===== config.mk =====
export PLATFORM = sky130hd
export DESIGN_NAME = dma_bus_arbiter
export DESIGN_NICKNAME = d
export VERILOG_FILES = /design/src/rtl/dmaarb_pkg.sv /design/src/rtl/dmaarb_pick.sv /design/src/rtl/dmaarb_wait_timer.sv /design/src/rtl/dma_bus_arbiter.sv
export SDC_FILE = /design/constraint.sdc
export NUM_CORES = 1
export LEC_CHECK = 0
export BUFFER_PORTS_ARGS = -buffer_cell sky130_fd_sc_hd__buf_4
export CORE_MARGIN = 10
export CORE_UTILIZATION = 50
export CTS_CLUSTER_SIZE = 30
export DETAILED_ROUTE_END_ITERATION = 16
export PLACE_DENSITY = 0.76
export SLEW_MARGIN = 20
export SYNTH_ARGS = -nofsm -noshare
export SYNTH_HDL_FRONTEND = slang
export SYNTH_SLANG_ARGS = --single-unit

===== constraint.sdc =====
create_clock -name clk -period 1.7 [get_ports clk]
set_input_delay 0.17 -clock clk [delete_from_list [all_inputs] [get_ports clk]]
set_output_delay 0.17 -clock clk [all_outputs]
set_load 0.01 [all_outputs]

===== src/rtl/dmaarb_pkg.sv =====
package dmaarb_pkg;
  // Software priority levels; a larger code wins.
  typedef enum logic [1:0] {
    PRIO_LOW   = 2'd0,
    PRIO_MED   = 2'd1,
    PRIO_HIGH  = 2'd2,
    PRIO_VHIGH = 2'd3
  } prio_lvl_e;

  // Status word layout: enable, busy, then the timeout field.
  localparam int STAT_EN_BIT   = 0;
  localparam int STAT_BUSY_BIT = 1;
  localparam int STAT_TMO_LSB  = 2;
endpackage


===== src/rtl/dmaarb_pick.sv =====
module dmaarb_pick #(
  parameter int NUM_CH = 4,
  parameter int PRIO_W = 2,
  localparam int IDX_W = (NUM_CH > 1) ? $clog2(NUM_CH) : 1
) (
  input  logic [NUM_CH-1:0]        req,
  input  logic [NUM_CH*PRIO_W-1:0] prio,
  output logic                     any,
  output logic [IDX_W-1:0]         win_idx
);
  logic [PRIO_W-1:0] best_pr;

  // Scan upward; strictly-greater keeps the lowest index on ties.
  always_comb begin
    any     = 1'b0;
    win_idx = '0;
    best_pr = '0;
    for (int i = 0; i < NUM_CH; i++) begin
      if (req[i] && (!any || prio[i*PRIO_W +: PRIO_W] > best_pr)) begin
        any     = 1'b1;
        win_idx = IDX_W'(i);
        best_pr = prio[i*PRIO_W +: PRIO_W];
      end
    end
  end
endmodule


===== src/rtl/dmaarb_wait_timer.sv =====
module dmaarb_wait_timer #(
  parameter int NUM_CH = 4,
  parameter int TMO_W  = 6
) (
  input  logic              clk,
  input  logic              rst_n,
  input  logic [NUM_CH-1:0] req_vec,
  input  logic [TMO_W-1:0]  tmo,
  output logic              hp_req
);
  localparam logic [TMO_W-1:0] WMAX = '1;

  logic [NUM_CH-1:0] req_d, req_d_nx;
  logic [TMO_W-1:0]  wait_q, wait_d;
  logic              pend, req_new;

  assign pend    = |req_vec;
  assign req_new = |(req_vec & ~req_d);

  always_comb begin
    req_d_nx = req_vec;
    wait_d   = wait_q;
    if (!pend)                wait_d = '0;
    else if (req_new)         wait_d = TMO_W'(1);
    else if (wait_q != WMAX)  wait_d = wait_q + TMO_W'(1);
  end

  assign hp_req = pend & (req_new ? (tmo == '0) : (wait_q >= tmo));

  always_ff @(posedge clk or negedge rst_n) begin
    if (!rst_n) begin
      req_d  <= '0;
      wait_q <= '0;
    end else begin
      req_d  <= req_d_nx;
      wait_q <= wait_d;
    end
  end

  // nothing pending, no urgent bus request
  p_idle_low_r11: assert property (@(posedge clk) disable iff (!rst_n)
    !pend |-> !hp_req);
  // a newly rising request restarts the count at one
  p_restart_r10: assert property (@(posedge clk) disable iff (!rst_n)
    (pend && req_new) |=> (wait_q == TMO_W'(1)));
  // the count saturates instead of wrapping
  p_saturate_r8: assert property (@(posedge clk) disable iff (!rst_n)
    (pend && !req_new && wait_q == WMAX) |=> (wait_q == WMAX));
endmodule


===== src/rtl/dma_bus_arbiter.sv =====
module dma_bus_arbiter
  import dmaarb_pkg::*;
#(
  parameter int NUM_CH = 4,
  parameter int PRIO_W = 2,
  parameter int TMO_W  = 6,
  localparam int IDX_W  = (NUM_CH > 1) ? $clog2(NUM_CH) : 1,
  localparam int STAT_W = TMO_W + 2
) (
  input  logic                     clk,
  input  logic                     rst_n,
  input  logic                     glb_en,
  input  logic                     tmo_wr,
  input  logic [TMO_W-1:0]         tmo_wdata,
  input  logic [NUM_CH-1:0]        ch_req,
  input  logic [NUM_CH*PRIO_W-1:0] ch_prio,
  input  logic [NUM_CH-1:0]        ch_done,
  input  logic [NUM_CH-1:0]        ch_irq,
  output logic [NUM_CH-1:0]        gnt,
  output logic                     busy,
  output logic                     hp_req,
  output logic [STAT_W-1:0]        ctrl_stat,
  output logic [NUM_CH-1:0]        irq_sum
);
  logic [NUM_CH-1:0] req_en;
  logic [NUM_CH-1:0] gnt_q, gnt_d;
  logic [NUM_CH-1:0] irq_q;
  logic [TMO_W-1:0]  tmo_q, tmo_d;
  logic              any_req, unit_end, tmo_we;
  logic [IDX_W-1:0]  win_idx;

  assign req_en = ch_req & {NUM_CH{glb_en}};

  dmaarb_pick #(.NUM_CH(NUM_CH), .PRIO_W(PRIO_W)) u_pick (
    .req     (req_en),
    .prio    (ch_prio),
    .any     (any_req),
    .win_idx (win_idx)
  );

  dmaarb_wait_timer #(.NUM_CH(NUM_CH), .TMO_W(TMO_W)) u_timer (
    .clk     (clk),
    .rst_n   (rst_n),
    .req_vec (req_en),
    .tmo     (tmo_q),
    .hp_req  (hp_req)
  );

  assign unit_end = |(ch_done & gnt_q);
  assign busy     = |gnt_q;
  assign tmo_we   = tmo_wr & ~glb_en & ~busy;

  // Grant next state: re-arbitrate only when idle or at the end of a unit.
  always_comb begin
    gnt_d = gnt_q;
    if (gnt_q == '0 || unit_end)
      gnt_d = any_req ? (NUM_CH'(1) << win_idx) : '0;
  end

  always_comb begin
    tmo_d = tmo_we ? tmo_wdata : tmo_q;
  end

  always_ff @(posedge clk or negedge rst_n) begin
    if (!rst_n) begin
      gnt_q <= '0;
      tmo_q <= '0;
      irq_q <= '0;
    end else begin
      gnt_q <= gnt_d;
      tmo_q <= tmo_d;
      irq_q <= ch_irq;
    end
  end

  always_comb begin
    ctrl_stat                                = '0;
    ctrl_stat[STAT_EN_BIT]                   = glb_en;
    ctrl_stat[STAT_BUSY_BIT]                 = busy;
    ctrl_stat[STAT_TMO_LSB +: TMO_W]         = tmo_q;
  end

  assign gnt     = gnt_q;
  assign irq_sum = irq_q;

  // grant vector is one-hot or empty
  p_gnt_onehot_r1: assert property (@(posedge clk) disable iff (!rst_n)
    $onehot0(gnt_q));
  // a fresh grant lands on a channel that was requesting while enabled
  p_gnt_to_req_r1: assert property (@(posedge clk) disable iff (!rst_n)
    (gnt_q != '0 && !$stable(gnt_q)) |-> (|($past(req_en) & gnt_q)));
  // grant held until the served channel finishes its unit
  p_hold_unit_r4: assert property (@(posedge clk) disable iff (!rst_n)
    (gnt_q != '0 && !unit_end) |=> $stable(gnt_q));
  // disabled and idle stays idle
  p_no_grant_off_r5: assert property (@(posedge clk) disable iff (!rst_n)
    (gnt_q == '0 && !glb_en) |=> (gnt_q == '0));
  // timeout frozen while enabled or busy
  p_tmo_locked_r7: assert property (@(posedge clk) disable iff (!rst_n)
    (glb_en || busy) |=> $stable(tmo_q));
  // summary follows the event lines by one cycle
  p_irq_follow_r12: assert property (@(posedge clk) disable iff (!rst_n)
    1'b1 |=> (irq_q == $past(ch_irq)));
endmodule


== After elaboration in Yosys (flattened, before gate mapping) ==
Cells that the tools add are included.

* Bits in registers: 24
* Bits in latches: 0
* RAM bits: 0
* Memory bits (read-only): 0
* Input bits: 30
* Output and inout bits: 18
* Logic and storage cells: 53
* Memories: 0

* $add $sub $neg: 1
* $mul: 0
* Divide/modulo/power cells: 0
* Order comparisons: 4
* Equality and inequality tests: 2
* Shifts and indexed selects: 1
* Mux-type cells: 15
* Bitwise logic cells: 9
* Reduce and logical (&&, ||, !) cells: 16

{| class="wikitable"
|+ Operators with widths
! operator !! number
|-
| $mux 6 || 3
|-
| $reduce_or 4->1 || 4
|-
| $and 4x4->4 || 3
|-
| $mux 2 || 5
|-
| $add 6x1->6 const B || 1
|-
| $ge 6x6->1 || 1
|-
| $gt 2x2->1 || 3
|-
| $logic_not 6->1 || 1
|-
| $mux 1 || 6
|-
| $ne 6x6->1 const B || 1
|-
| $logic_not 4->1 || 1
|-
| $logic_or 1x1->1 || 4
|-
| $mux 4 || 1
|-
| $not 4->4 || 1
|-
| $shl 1x2->4 const A || 1
|-
| $and 1x1->1 || 3
|-
| $logic_and 1x1->1 || 3
|-
| $logic_not 1->1 || 3
|-
| $ne 3x3->1 const B || 1
|-
| $not 1->1 || 2
|}

== Longest topological paths before layout ==
Gate-level depths: netlist (run 1).

* Depth after elaboration: 16
* Mapped depth: 17
* Depth with buffers taken out: 16

== Modules after synthesis ==
From an unflattened synthesis (run 1), not the netlist that was laid out.

* Cell total of the unflattened synthesis: 138
* Area total of the unflattened synthesis: 1,503.9 um2

{| class="wikitable"
|+ By module, submodules not included
! module !! instances !! cells each !! area an instance (um2) !! sequential area each (um2)
|-
| dmaarb_wait_timer || 1 || 60 || 635.6 || 250.2
|-
| dma_bus_arbiter || 1 || 41 || 606.8 || 350.3
|-
| dmaarb_pick || 1 || 37 || 261.5 || 0.0
|}

== Least setup slack after synthesis (run 1) ==
No wires, ideal clock.

* Path type: input -> register
* Start: input glb_en
* End: register gnt_q[0], in the netlist gnt[0]
* Setup time: 0.095 ns
* Arrival time: 3.480 ns
* Data required time: 1.605 ns
* Slack: -1.875 ns
* Stages: 17
* Buffers on the path: 1
* Cell sequence: buf_2 > and2_2 > nand2_1 > ha_1 > nor2b_1 > o311a_4 > a32oi_1 > ha_1 > nor2b_1 > o21a_1 > o21ai_1 > mux2_2 > ha_1 > nor2b_1 > o211ai_1 > nand4b_1 > o31ai_1

* Cells in the longest elaborated chain, start to end: 16
* Elaborated cells between the ends (all ways): 25
* Those cells by class: order compare (3); shift (1); mux (11); bitwise (1); reduce/logical (9)

{| class="wikitable"
|+ RTL lines
! what !! RTL line !! source
|-
| from (decl) || dma_bus_arbiter.sv:12 || <nowiki>input logic glb_en,</nowiki>
|-
| $and 4x4->4 (*) || dma_bus_arbiter.sv:32 || <nowiki>assign req_en = ch_req & {NUM_CH{glb_en}};</nowiki>
|-
| via req_en[0] || dma_bus_arbiter.sv:25 || <nowiki>logic [NUM_CH-1:0] req_en;</nowiki>
|-
| $mux 2 or $mux 1 (tied branches) || dmaarb_pick.sv:19 || <nowiki>if (req[i] && (!any || prio[i*PRIO_W +: PRIO_W] > best_pr)) begin</nowiki>
|-
| $gt 2x2->1 or $logic_not 1->1 (tied branches) || dmaarb_pick.sv:19 ||
|-
| $logic_or 1x1->1 || dmaarb_pick.sv:19 ||
|-
| $logic_and 1x1->1 || dmaarb_pick.sv:19 ||
|-
| $mux 2 or $mux 1 (tied branches) || dmaarb_pick.sv:19 ||
|-
| $gt 2x2->1 or $logic_not 1->1 (tied branches) || dmaarb_pick.sv:19 ||
|-
| $logic_or 1x1->1 || dmaarb_pick.sv:19 ||
|-
| $logic_and 1x1->1 || dmaarb_pick.sv:19 ||
|-
| $mux 2 or $mux 1 (tied branches) || dmaarb_pick.sv:19 ||
|-
| $gt 2x2->1 or $logic_not 1->1 (tied branches) || dmaarb_pick.sv:19 ||
|-
| $logic_or 1x1->1 || dmaarb_pick.sv:19 ||
|-
| $logic_and 1x1->1 || dmaarb_pick.sv:19 ||
|-
| $mux 2 || dmaarb_pick.sv:19 ||
|-
| $shl 1x2->4 || dma_bus_arbiter.sv:57 || <nowiki>gnt_d = any_req ? (NUM_CH'(1) << win_idx) : '0;</nowiki>
|-
| $mux 4 (*) || dma_bus_arbiter.sv:57 ||
|-
| to (signal assigned) || dma_bus_arbiter.sv:70 || <nowiki>gnt_q <= gnt_d;</nowiki>
|-
| to (decl) || dma_bus_arbiter.sv:26 || <nowiki>logic [NUM_CH-1:0] gnt_q, gnt_d;</nowiki>
|}

The timed path passes the listed nets; every way through them passes the cells marked *.
A chain may end at the register's enable or synchronous reset.

== Final worst setup path (run 1) ==
* Start: input ch_req[0]
* End: register gnt_q[0], in the netlist gnt[0]

* Cells in the longest elaborated chain, start to end: 16
* Elaborated cells between the ends (all ways): 25
* Those cells by class: order compare (3); shift (1); mux (11); bitwise (1); reduce/logical (9)

{| class="wikitable"
|+ RTL lines
! what !! RTL line !! source
|-
| from (decl) || dma_bus_arbiter.sv:15 || <nowiki>input logic [NUM_CH-1:0] ch_req,</nowiki>
|-
| $and 4x4->4 (*) || dma_bus_arbiter.sv:32 ||
|-
| via req_en[0] || dma_bus_arbiter.sv:25 ||
|-
| $mux 2 or $mux 1 (tied branches) || dmaarb_pick.sv:19 ||
|-
| $gt 2x2->1 or $logic_not 1->1 (tied branches) || dmaarb_pick.sv:19 ||
|-
| $logic_or 1x1->1 || dmaarb_pick.sv:19 ||
|-
| $logic_and 1x1->1 || dmaarb_pick.sv:19 ||
|-
| $mux 2 or $mux 1 (tied branches) || dmaarb_pick.sv:19 ||
|-
| $gt 2x2->1 or $logic_not 1->1 (tied branches) || dmaarb_pick.sv:19 ||
|-
| $logic_or 1x1->1 || dmaarb_pick.sv:19 ||
|-
| $logic_and 1x1->1 || dmaarb_pick.sv:19 ||
|-
| $mux 2 or $mux 1 (tied branches) || dmaarb_pick.sv:19 ||
|-
| $gt 2x2->1 or $logic_not 1->1 (tied branches) || dmaarb_pick.sv:19 ||
|-
| $logic_or 1x1->1 || dmaarb_pick.sv:19 ||
|-
| $logic_and 1x1->1 || dmaarb_pick.sv:19 ||
|-
| $mux 2 || dmaarb_pick.sv:19 ||
|-
| $shl 1x2->4 || dma_bus_arbiter.sv:57 ||
|-
| $mux 4 (*) || dma_bus_arbiter.sv:57 ||
|}

Marked as above.

==> results of run 1 <==
cells in the mapped netlist, drive strengths merged (2+ instances only):
cell,instances
a211oi,2
a21oi,4
a22o,4
a31oi,3
and2,5
and4,2
buf,3
dfrtp,24
ha,13
inv,12
mux2,8
nand2,10
nand2b,2
nand3,2
nor2,3
nor2b,8
nor3,4
nor4,2
o211ai,3
o21a,2
o21ai,5
o31ai,2
worst max path at each step:
stage / startpoint / end / slack, ps
2_1_floorplan: glb_en / gnt[0] / -1660
3_3_place_gp: ch_req[0] / gnt[0] / -1730
3_5_place_dp: ch_req[0] / gnt[0] / -1860
4_1_cts: ch_req[0] / gnt[0] / -1370
5_1_grt: ch_req[0] / gnt[0] / -1530
6_report: ch_req[0] / gnt[0] / -1410
state kept, by name, indices dropped and copies added (netlist names):
signal	flops
gnt	4
irq_sum	4
tmo_q	6
u_timer.req_d	4
u_timer.wait_q	6
area by class of cell:
type                    instances  area, sq um  share of cell area
well taps                      31        38.79             0.01710
clock buffers                   4        36.28             0.01600
flip-flops and latches         24        600.6              0.2648
multi-input cells              99        893.4              0.3938
inverters                      12        45.04             0.01986
repair buffers                 84        654.4              0.2885
critical path, stage by stage:
cell	delay, ps
buf_8	100
and2_4	160
nand2_4	70
ha_4	190
nor2b_4	120
o311a_4	310
a32oi_2	190
ha_1	290
nor2b_4	140
o21a_1	170
o21ai_2	180
mux2_4	340
ha_4	220
nor2b_4	120
o211ai_1	200
nand4b_1	150
o31ai_1	200
layer usage:
metal,part of all wire,up-vias
met3,0.057,2
li1,-,669
met4,0.0019,0
met1,0.41,661
met2,0.54,37
met5,0,-
kinds of logic after synthesis:
family,Yosys count,synth area share
AND/OR/NAND/NOR,46,0.1992
adder cells (fa/ha/maj),13,0.1111
multiplexers,9,0.07093
flip-flops,24,0.4103
buffers and inverters,16,0.04700
XOR/XNOR,1,0.005984
AO/OA/AOI/OAI,30,0.1555
what timing repair did:
action | in CTS | in global routing
hold buffers | 5 | 0
buffers inserted | 6 | 7
resized for setup | 8 | 1
pin swaps | 7 | 5
hold endpoints to repair | 28 | 0
endpoints found under the setup margin | 5 | 5
through the flow:
step	util	area (sq um)	TNS (ps)	hold slack (ps)	instances
6_report	0.8156	2268	-5678	69.66	254
4_1_cts	0.7953	2212	-5515	68.22	247
2_1_floorplan	-	1540	-6238	-125.6	139
3_3_place_gp	0.7337	2041	-6668	77.18	232
5_1_grt	0.8156	2268	-6263	56.64	254
3_5_place_dp	0.7337	2041	-7052	80.51	232
power breakdown:
group	switching [W]	total, W	internal [W]
sequential	0.000114	0.000793	0.000679
combinational	0.000484	0.00113	0.000647
clock	0.000161	0.000292	0.000131
total	0.000760	0.00222	0.00146
==> results.md, run 1 <==
- GRT overflow: 0
- Tmin final: 3107 ps
- Fmax: 0.3218 GHz
- Register area share after synthesis: 0.4103
- Die area: about 5500 sq um
- Max cap viols: 0
- M2 GR Usage: 0.2784
- Initial drt markers: slightly above 80
- Clk_lat worst skew: slightly above 300 ps
- Maximum clock insertion buffer count: 2
- Wire per inst: 16.19 um
- DP Wirelength: 3302 um
- Area contributors post-synth: dfrtp_1 41%, ha_1 11%, mux2_1 4.6%, nor2b_1 3.0%, inv_1 2.8%
- Status: complete, but fails checks
- WS Path Type: primary input to flop
- Cell taking the most area after synthesis: dfrtp_1
- Static leakage: between 1 and 1.5 nW
- # diodes: 0
- CTS sink count: 24
- # rows: 19
- Via count: 1,369
- Worst Path Arrival: 3330 ps
- Core ar.: 2781 sq um
- Area delta synth->final: 54.96%
- GRT busiest layer: met2
- Synth top area share: 0.4103
- Worst r2r path cells: 6
- Most common cell after layout, fill and taps aside: buf_4
- Vias per cell: 5.390
- I/O Buffers: 47
- Pin count of the biggest net entering global routing: 25
- Initial antenna violation count: 0
- Total power: 0.002217 W
- Startpoint of the worst hold path: tmo_wdata[4]
- Layout cells sized above 1: 0.4798
- GR met1 Demand/Resource: 0.1692
- Slew margin rel.: 0.7140
- PD cells: 977.5 nW/um^2
- FF-to-FF setup slack: 160 ps
- VDD IR max: 0.0007966 V
- FF-to-FF End: u_timer.wait_q[0]
- All-Layer GR Usage: 0.1499
- Die Span Y: around 74 um
- Seq cells post-synth: 24
- Drc violations: 0
- Final Skew: 3.819 ps
- CP startpoint kind: primary input
- Post-synth ARST share: 1.000
- Final setup fails: 5
- RSZ-0062 raised after global routing: true
- CTS buffer count: 3
- Tcrit/Tclk final: 1.828
- CP max FO: 3
- Avg Inst Size Synth: about 11 sq um
- Prevailing post-synth register cell: dfrtp_1
- Slew Viols, Final: 0
- Failing checks: negative setup slack
- CTS tree: yes
- Min-delay worst type: primary input to flop
- Worst-path clk slew: between 100 and 150 ps
- Routed Wire Length: 4111 um
- Worst path required time: 1930 ps
- Worst hold endpoint: tmo_q[4]
- Min-Delay Path Depth: 2
- H-tree depth: 1
- Cells after Synth: 139
- Filler instances: 174
- Most frequent cells in the layout: 77 x buf_4, 24 x dfrtp_1, 11 x inv_1, 10 x ha_1, 8 x nand2_1
- Routability cong.: approximately 0.85
- Worst Setup Slack, final: -1407 ps
- Netlist cell types: 47
- Initial core utilization: 0.5263
- IO Pins: 48
- Nets: 267
- M3 GR Usage: 0.03059
- Die X: 74.11 um
- Worst-Margin Slew: 424.4 ps
- Syn Nets: around 180
- First-pass GRT wire length: 6644 um
- Vias in the first global route: 1,467
- Routed Antenna Nets: 0
- Clock Root Buffer: clkbuf_4
- Yosys warnings: 0
- Critical path endpoint category: flop
- DR pass1 iterations: 5
- Number of synthesized flops with an enable pin: 0
- Hold Vio Cnt, Final: 0
- Worst slack at placement: -1855 ps
- Syn Std Cell Area: 1464 sq um
- Reg-to-Reg Start: u_timer.wait_q[0]
Power figures use the tool's default switching activity.
==> run 2, diff against run 1 <==
==> constraint.sdc (replaced) <==
create_clock -name clk -period 1.7 [get_ports clk]
set_input_delay 0.085 -clock clk [delete_from_list [all_inputs] [get_ports clk]]
set_output_delay 0.085 -clock clk [all_outputs]
set_load 0.01 [all_outputs]
==> results.md, run 2 (synthesized netlist as in run 1, its figures left out) <==
- Vias per cell: 5.459 (was 5.390)
- Vias in the first global route: 1,535 (was 1,467)
- Failing checks: negative setup slack (unchanged)
- CP startpoint kind: primary input (unchanged)
- Final setup fails: 5 (unchanged)
- Initial core utilization: 0.5263 (unchanged)
- Maximum clock insertion buffer count: 2 (unchanged)
- Slew margin rel.: 0.7441 (was 0.7140)
- WS Path Type: primary input to flop (unchanged)
- Clock Root Buffer: clkbuf_4 (unchanged)
- First-pass GRT wire length: 6941 um (was 6644 um)
- CTS sink count: 24 (unchanged)
- GRT overflow: 0 (unchanged)
- Status: complete, but fails checks (unchanged)
- CP cell instances: buf_8 > and2_4 > nand2_4 > ha_4 > nor2b_4 > o311a_4 > a32oi_2 > ha_1 > nor2b_4 > o21a_1 > o21ai_2 > mux2_4 > ha_4 > nor2b_4 > o211ai_1 > nand4b_1 > o31ai_1 (unchanged)
- Clk_lat worst skew: 310 ps (about the same)
- Area delta synth->final: 58.12% (was 54.96%)
- CTS buffer count: 3 (unchanged)
- Via count: 1,403 (was 1,369)
- CP peak stage delay: 330 ps (was 340 ps)
- DP Wirelength: 3249 um (was 3302 um)
- IO Pins: 48 (unchanged)
- Routed Wire Length: 4381 um (was 4111 um)
- Core ar.: 2781 sq um (unchanged)
- Biggest regs: tmo_q: 6 flops, u_timer.wait_q: 6 flops (unchanged)
- Final setup TNS: -5417 ps (was -5678 ps)
- Total power: 0.002231 W (was 0.002217 W)
- Finished Cell Area: 2315 sq um (was 2268 sq um)
- GR met1 Demand/Resource: 0.1682 (was 0.1692)
- CP max-delay cell: mux2_4 (unchanged)
- Tmin final: 3069 ps (was 3107 ps)
- CP max FO: 3 (unchanged)
- Max cap viols: 0 (unchanged)
- Worst Path Arrival: 3300 ps (was 3330 ps)
- Placed insts: 229 (was 232)
- Worst-path clk slew: 140 ps (was 130 ps)
- Initial drt markers: 99 (was 81)
- PD cells: 963.9 nW/um^2 (was 977.5 nW/um^2)
- M2 GR Usage: 0.3002 (was 0.2784)
- # rows: 19 (unchanged)
- Pin count of the biggest net entering global routing: 25 (unchanged)
- Drc violations: 0 (unchanged)
- Final Skew: 12.50 ps (was 3.819 ps)
- Static leakage: 1.161 nW (was 1.148 nW)
- Routability cong.: 0.8703 (was 0.8475)
- Layout cells sized above 1: 0.4690 (was 0.4798)
- Slew Viols, Final: 0 (unchanged)
- DR pass1 iterations: 4 (was 5)
- Most frequent cells in the layout: 74 x buf_4, 24 x dfrtp_1, 11 x inv_1, 11 x dlygate4sd3_1, 10 x ha_1 (was 77 x buf_4, 24 x dfrtp_1, 11 x inv_1, 10 x ha_1, 8 x nand2_1)
- H-tree depth: 1 (unchanged)
- # diodes: 0 (unchanged)
- Die Span Y: 74.11 um (unchanged)
- Nets: 270 (was 267)
- RSZ-0062 raised after global routing: true (unchanged)
- CTS tree: yes (unchanged)
- VDD IR max: 0.0008873 V (was 0.0007966 V)
- All-Layer GR Usage: 0.1572 (was 0.1499)
- Hold Vio Cnt, Final: 0 (unchanged)
- Final Non-Filler Cells: 257 (was 254)
- GRT busiest layer: met2 (unchanged)
- Min-delay worst type: primary input to flop (unchanged)
- Fmax: 0.3258 GHz (was 0.3218 GHz)
- Wire per inst: 17.05 um (was 16.19 um)
- Routed Antenna Nets: 0 (unchanged)
- Critical path endpoint category: flop (unchanged)
- Worst path required time: 1930 ps (about the same)
- Post-DP Area: 2018 sq um (was 2041 sq um)
- Die X: 74.11 um (unchanged)
- Most common cell after layout, fill and taps aside: buf_4 (unchanged)
- CP dominant cell by count: nor2b_4 (unchanged)
- I/O Buffers: 47 (unchanged)
- Worst-Margin Slew: 379.7 ps (was 424.4 ps)
- Die area: 5492 sq um (unchanged)
- Worst slack at placement: -1798 ps (was -1855 ps)
- Initial antenna violation count: 0 (unchanged)
- Worst Setup Slack, final: -1369 ps (was -1407 ps)
- Tcrit/Tclk final: 1.805 (was 1.828)
- M3 GR Usage: 0.03059 (unchanged)
==> run 2: where the power goes <==
group	switching, W	internal [W]	total [W]
Clock	0.000165	0.000131	0.000295
Combinational	0.000493	0.000633	0.00113
Sequential	0.000131	0.000679	0.000810
==> run 2: worst paths after layout <==
| check | start | cells past startpoint | end | slack, ps |
|---|---|---|---|---|
| worst max-delay path | ch_req[0] | 17 | gnt[0] | -1370 |
| worst min-delay path | ch_req[3] | 2 | u_timer.req_d[3] | 70 |
| worst max register to register | gnt[1] | 3 | tmo_q[3] | 150 |
| worst min register to register | tmo_q[2] | 1 | tmo_q[2] | 590 |
| max in group asynchronous | rst_n | 2 | gnt[3] | 1270 |
| min in group asynchronous | rst_n | 2 | u_timer.wait_q[0] | 190 |
==> run 2: routing by layer <==
layer,up-vias,share of wire
met3,4,0.052
met4,0,0.0075
met1,677,0.40
met2,43,0.54
li1,679,-
met5,-,0
==> run 2: stage by stage <==
stage	hold slack, ps	util
3_3_place_gp	-6.831	0.7256
5_1_grt	64.29	0.8322
4_1_cts	52.11	0.8075
2_1_floorplan	-210.6	-
3_5_place_dp	-3.505	0.7256
6_report	70.51	0.8322
==> run 2: critical path: cells and delay by family <==
kind,cells,cell delay (ps)
AO/OA/AOI/OAI,6,1310
AND/OR/NAND/NOR,6,770
adder cells (fa/ha/maj),3,690
multiplexers,1,330
buffers and inverters,1,100
==> run 2: area by class of cell <==
| class | instances | area [sq um] |
|---|---|---|
| Inverter | 12 | 45.04 |
| Clock buffer | 4 | 36.28 |
| Multi-Input combinational cell | 99 | 902.1 |
| Fill cell | 168 | 466.7 |
| Sequential cell | 24 | 600.6 |
| Timing Repair Buffer | 87 | 691.9 |
| Tap cell | 31 | 38.79 |
==> run 2: repair_timing <==
item | in CTS | in global routing
buffers inserted | 7 | 6
gates cloned | 0 | 0
hold endpoints to repair | 34 | 0
hold buffers | 11 | 0
endpoints found under the setup margin | 5 | 5
pin swaps | 11 | 4
resized for setup | 6 | 7
==> run 3, diff against run 2 <==
--- a/config.mk
+++ b/config.mk
@@ -11,6 +11,7 @@
 export CTS_CLUSTER_SIZE = 30
 export DETAILED_ROUTE_END_ITERATION = 16
 export PLACE_DENSITY = 0.76
+export SETUP_SLACK_MARGIN = 0.4
 export SLEW_MARGIN = 20
 export SYNTH_ARGS = -nofsm -noshare
 export SYNTH_HDL_FRONTEND = slang
==> results.md, run 3 (synthesized netlist as in run 1, its figures left out) <==
- PD cells: 1015 nW/um^2 (was 963.9 nW/um^2)
- FF-to-FF End: tmo_q[1] (was tmo_q[3])
- VDD IR max: 0.001061 V (was 0.0008873 V)
- Slew Viols, Final: 0 (unchanged)
- Layout cells sized above 1: 0.5536 (was 0.4690)
- GRT overflow: 0 (unchanged)
- Drc violations: 0 (unchanged)
- Area delta synth->final: 66.58% (was 58.12%)
- Crit path max-delay family: compound AO/OA/AOI/OAI gates (unchanged)
- Wire per inst: 18.40 um (was 17.05 um)
- Biggest regs: tmo_q: 6 flops, u_timer.wait_q: 6 flops (unchanged)
- CP peak stage delay: 330 ps (about the same)
- CTS buffer count: 3 (unchanged)
- CTS tree: yes (unchanged)
- Initial core utilization: 0.5263 (unchanged)
- Maximum clock insertion buffer count: 2 (unchanged)
- Routed Antenna Nets: 0 (unchanged)
- I/O Buffers: 47 (unchanged)
- Tmin final: 3044 ps (was 3069 ps)
- # diodes: 0 (unchanged)
- Clk_lat worst skew: 310 ps (about the same)
- Levels on crit path: 17 (unchanged)
- Die Span Y: 74.11 um (unchanged)
- DP Wirelength: 3185 um (was 3249 um)
- Most common cell after layout, fill and taps aside: buf_4 (unchanged)
- Nets: 268 (was 270)
- Status: complete, but fails checks (unchanged)
- Die area: 5492 sq um (unchanged)
- Max cap viols: 0 (unchanged)
- Total power: 0.002475 W (was 0.002231 W)
- Die X: 74.11 um (unchanged)
- Pin count of the biggest net entering global routing: 25 (unchanged)
- Final setup fails: 5 (unchanged)
- Vias in the first global route: 1,495 (was 1,535)
- IO Pins: 48 (unchanged)
- Buf/Inv on CP: 1 (unchanged)
- First-pass GRT wire length: 7044 um (was 6941 um)
- Worst-path clk slew: 140 ps (about the same)
- Tcrit/Tclk final: 1.790 (was 1.805)
- Clock Root Buffer: clkbuf_4 (unchanged)
- CTS sink count: 24 (unchanged)
- Startpoint of the worst hold path: tmo_wdata[1] (was ch_req[3])
- CP dominant cell by count: nor2b_4 (unchanged)
- Via count: 1,408 (was 1,403)
- FF-to-FF setup slack: 130 ps (was 150 ps)
- CP max FO: 3 (unchanged)
- Min-delay worst type: primary input to flop (unchanged)
- Worst slack at placement: -1771 ps (was -1798 ps)
- Final setup TNS: -5212 ps (was -5417 ps)
- Fmax: 0.3285 GHz (was 0.3258 GHz)
- Vias per cell: 5.522 (was 5.459)
- H-tree depth: 1 (unchanged)
- Core ar.: 2781 sq um (unchanged)
- CP max-delay cell: mux2_4 (unchanged)
- Routability cong.: 0.8416 (was 0.8703)
- All-Layer GR Usage: 0.1606 (was 0.1572)
- Initial drt markers: 110 (was 99)
- CP startpoint kind: primary input (unchanged)
- Hold Vio Cnt, Final: 0 (unchanged)
- Worst Path Arrival: 3270 ps (was 3300 ps)
- Reg-to-Reg Start: gnt[1] (unchanged)
- Worst-Margin Slew: 534.3 ps (was 379.7 ps)
- DR pass1 iterations: 4 (unchanged)
- Routed Wire Length: 4693 um (was 4381 um)
- WS Path Type: primary input to flop (unchanged)
- Worst Setup Slack, final: -1344 ps (was -1369 ps)
- CP cell instances: buf_8 > and2_4 > nand2_4 > ha_4 > nor2b_4 > o311a_4 > a32oi_2 > ha_1 > nor2b_4 > o21a_1 > o21ai_2 > mux2_4 > ha_4 > nor2b_4 > o211ai_1 > nand4b_1 > o31ai_2 (was buf_8 > and2_4 > nand2_4 > ha_4 > nor2b_4 > o311a_4 > a32oi_2 > ha_1 > nor2b_4 > o21a_1 > o21ai_2 > mux2_4 > ha_4 > nor2b_4 > o211ai_1 > nand4b_1 > o31ai_1)
- Register area: 601.8 sq um (was 600.6 sq um)
- Min-Delay Path Depth: 2 (unchanged)
- Filler instances: 139 (was 168)
- RSZ-0062 raised after global routing: true (unchanged)
- Worst path required time: 1920 ps (was 1930 ps)
- Critical path endpoint category: flop (unchanged)
- Static leakage: 1.217 nW (was 1.161 nW)
- Multi-input gate area: 1003 sq um (was 902.1 sq um)
- Failing checks: negative setup slack (unchanged)
- Most frequent cells in the layout: 67 x buf_4, 23 x dfrtp_1, 10 x inv_1, 10 x dlygate4sd3_1, 9 x ha_1 (was 74 x buf_4, 24 x dfrtp_1, 11 x inv_1, 11 x dlygate4sd3_1, 10 x ha_1)
- Worst hold endpoint: tmo_q[1] (was u_timer.req_d[3])
- # rows: 19 (unchanged)
- Worst r2r path cells: 3 (unchanged)
- Slew margin rel.: 0.6419 (was 0.7441)
- Initial antenna violation count: 0 (unchanged)
- Final Skew: 4.798 ps (was 12.50 ps)
- Worst setup startpoint: ch_req[0] (unchanged)
run 3: changes by cell type in the layout (fill, tap and decap cells not counted), sizes merged:
cell,previous run,this run
bufinv,0,1
dlygate4sd3,11,10
clkbuf,4,3
buf,76,75
run 3: layout make-up:
type,instances,share of cell area
multi-input combinational,99,0.4115
sequential,24,0.2468
clock inverter,1,0.01231
tap,31,0.01591
inverter,12,0.01847
timing repair buffer,85,0.2858
clock buffer,3,0.009236
run 3: power breakdown:
part | switching (W) | internal (W) | total [W]
logic | 0.000553 | 0.000704 | 0.00126
registers | 0.000130 | 0.000679 | 0.000810
clock network | 0.000170 | 0.000238 | 0.000408
total | 0.000853 | 0.00162 | 0.00247
run 3: stage by stage:
| stage | instance area, sq um | std cells | hold WS [ps] | util |
|---|---|---|---|---|
| finish | 2439 | 255 | 30.53 | 0.8767 |
| floorplan | 1559 | 139 | -210.6 | - |
| detailed placement | 2051 | 231 | -3.128 | 0.7373 |
| global route | 2439 | 255 | 12.12 | 0.8767 |
| CTS | 2342 | 252 | 6.184 | 0.8421 |
| global placement | 2051 | 231 | -3.624 | 0.7373 |
run 3: worst max path at each step:
stage / slack, ps / endpoint
floorplan: -1570 / gnt[0]
global placement: -1620 / gnt[0]
detailed placement: -1770 / gnt[0]
CTS: -1290 / gnt[0]
global route: -1450 / gnt[0]
finish: -1340 / gnt[0]
run 3: worst reg2reg max path, cell delays in order (launching register included):
cell	delay, ps
dfrtp_1	460
nor4_4	440
nand3b_4	220
mux2_4	350
run 3: timing repair:
item	in CTS	in global routing
buffers inserted	7	3
endpoints found under the setup margin	17	19
resized for setup	21	17
hold buffers	10	0
hold endpoints to repair	33	0
pin swaps	16	8
run 3: metal layers:
| metal | up-vias | GRT usage | part of all wire | wire length (um) |
|---|---|---|---|---|
| met3 | 6 | 0.02660 | 0.038 | 180 |
| met2 | 36 | 0.3059 | 0.54 | 2527 |
| met4 | 0 | 0.05176 | 0.018 | 85 |
| met1 | 690 | 0.1741 | 0.40 | 1899 |
| li1 | 676 | - | - | - |
| met5 | - | 0 | 0 | 0 |
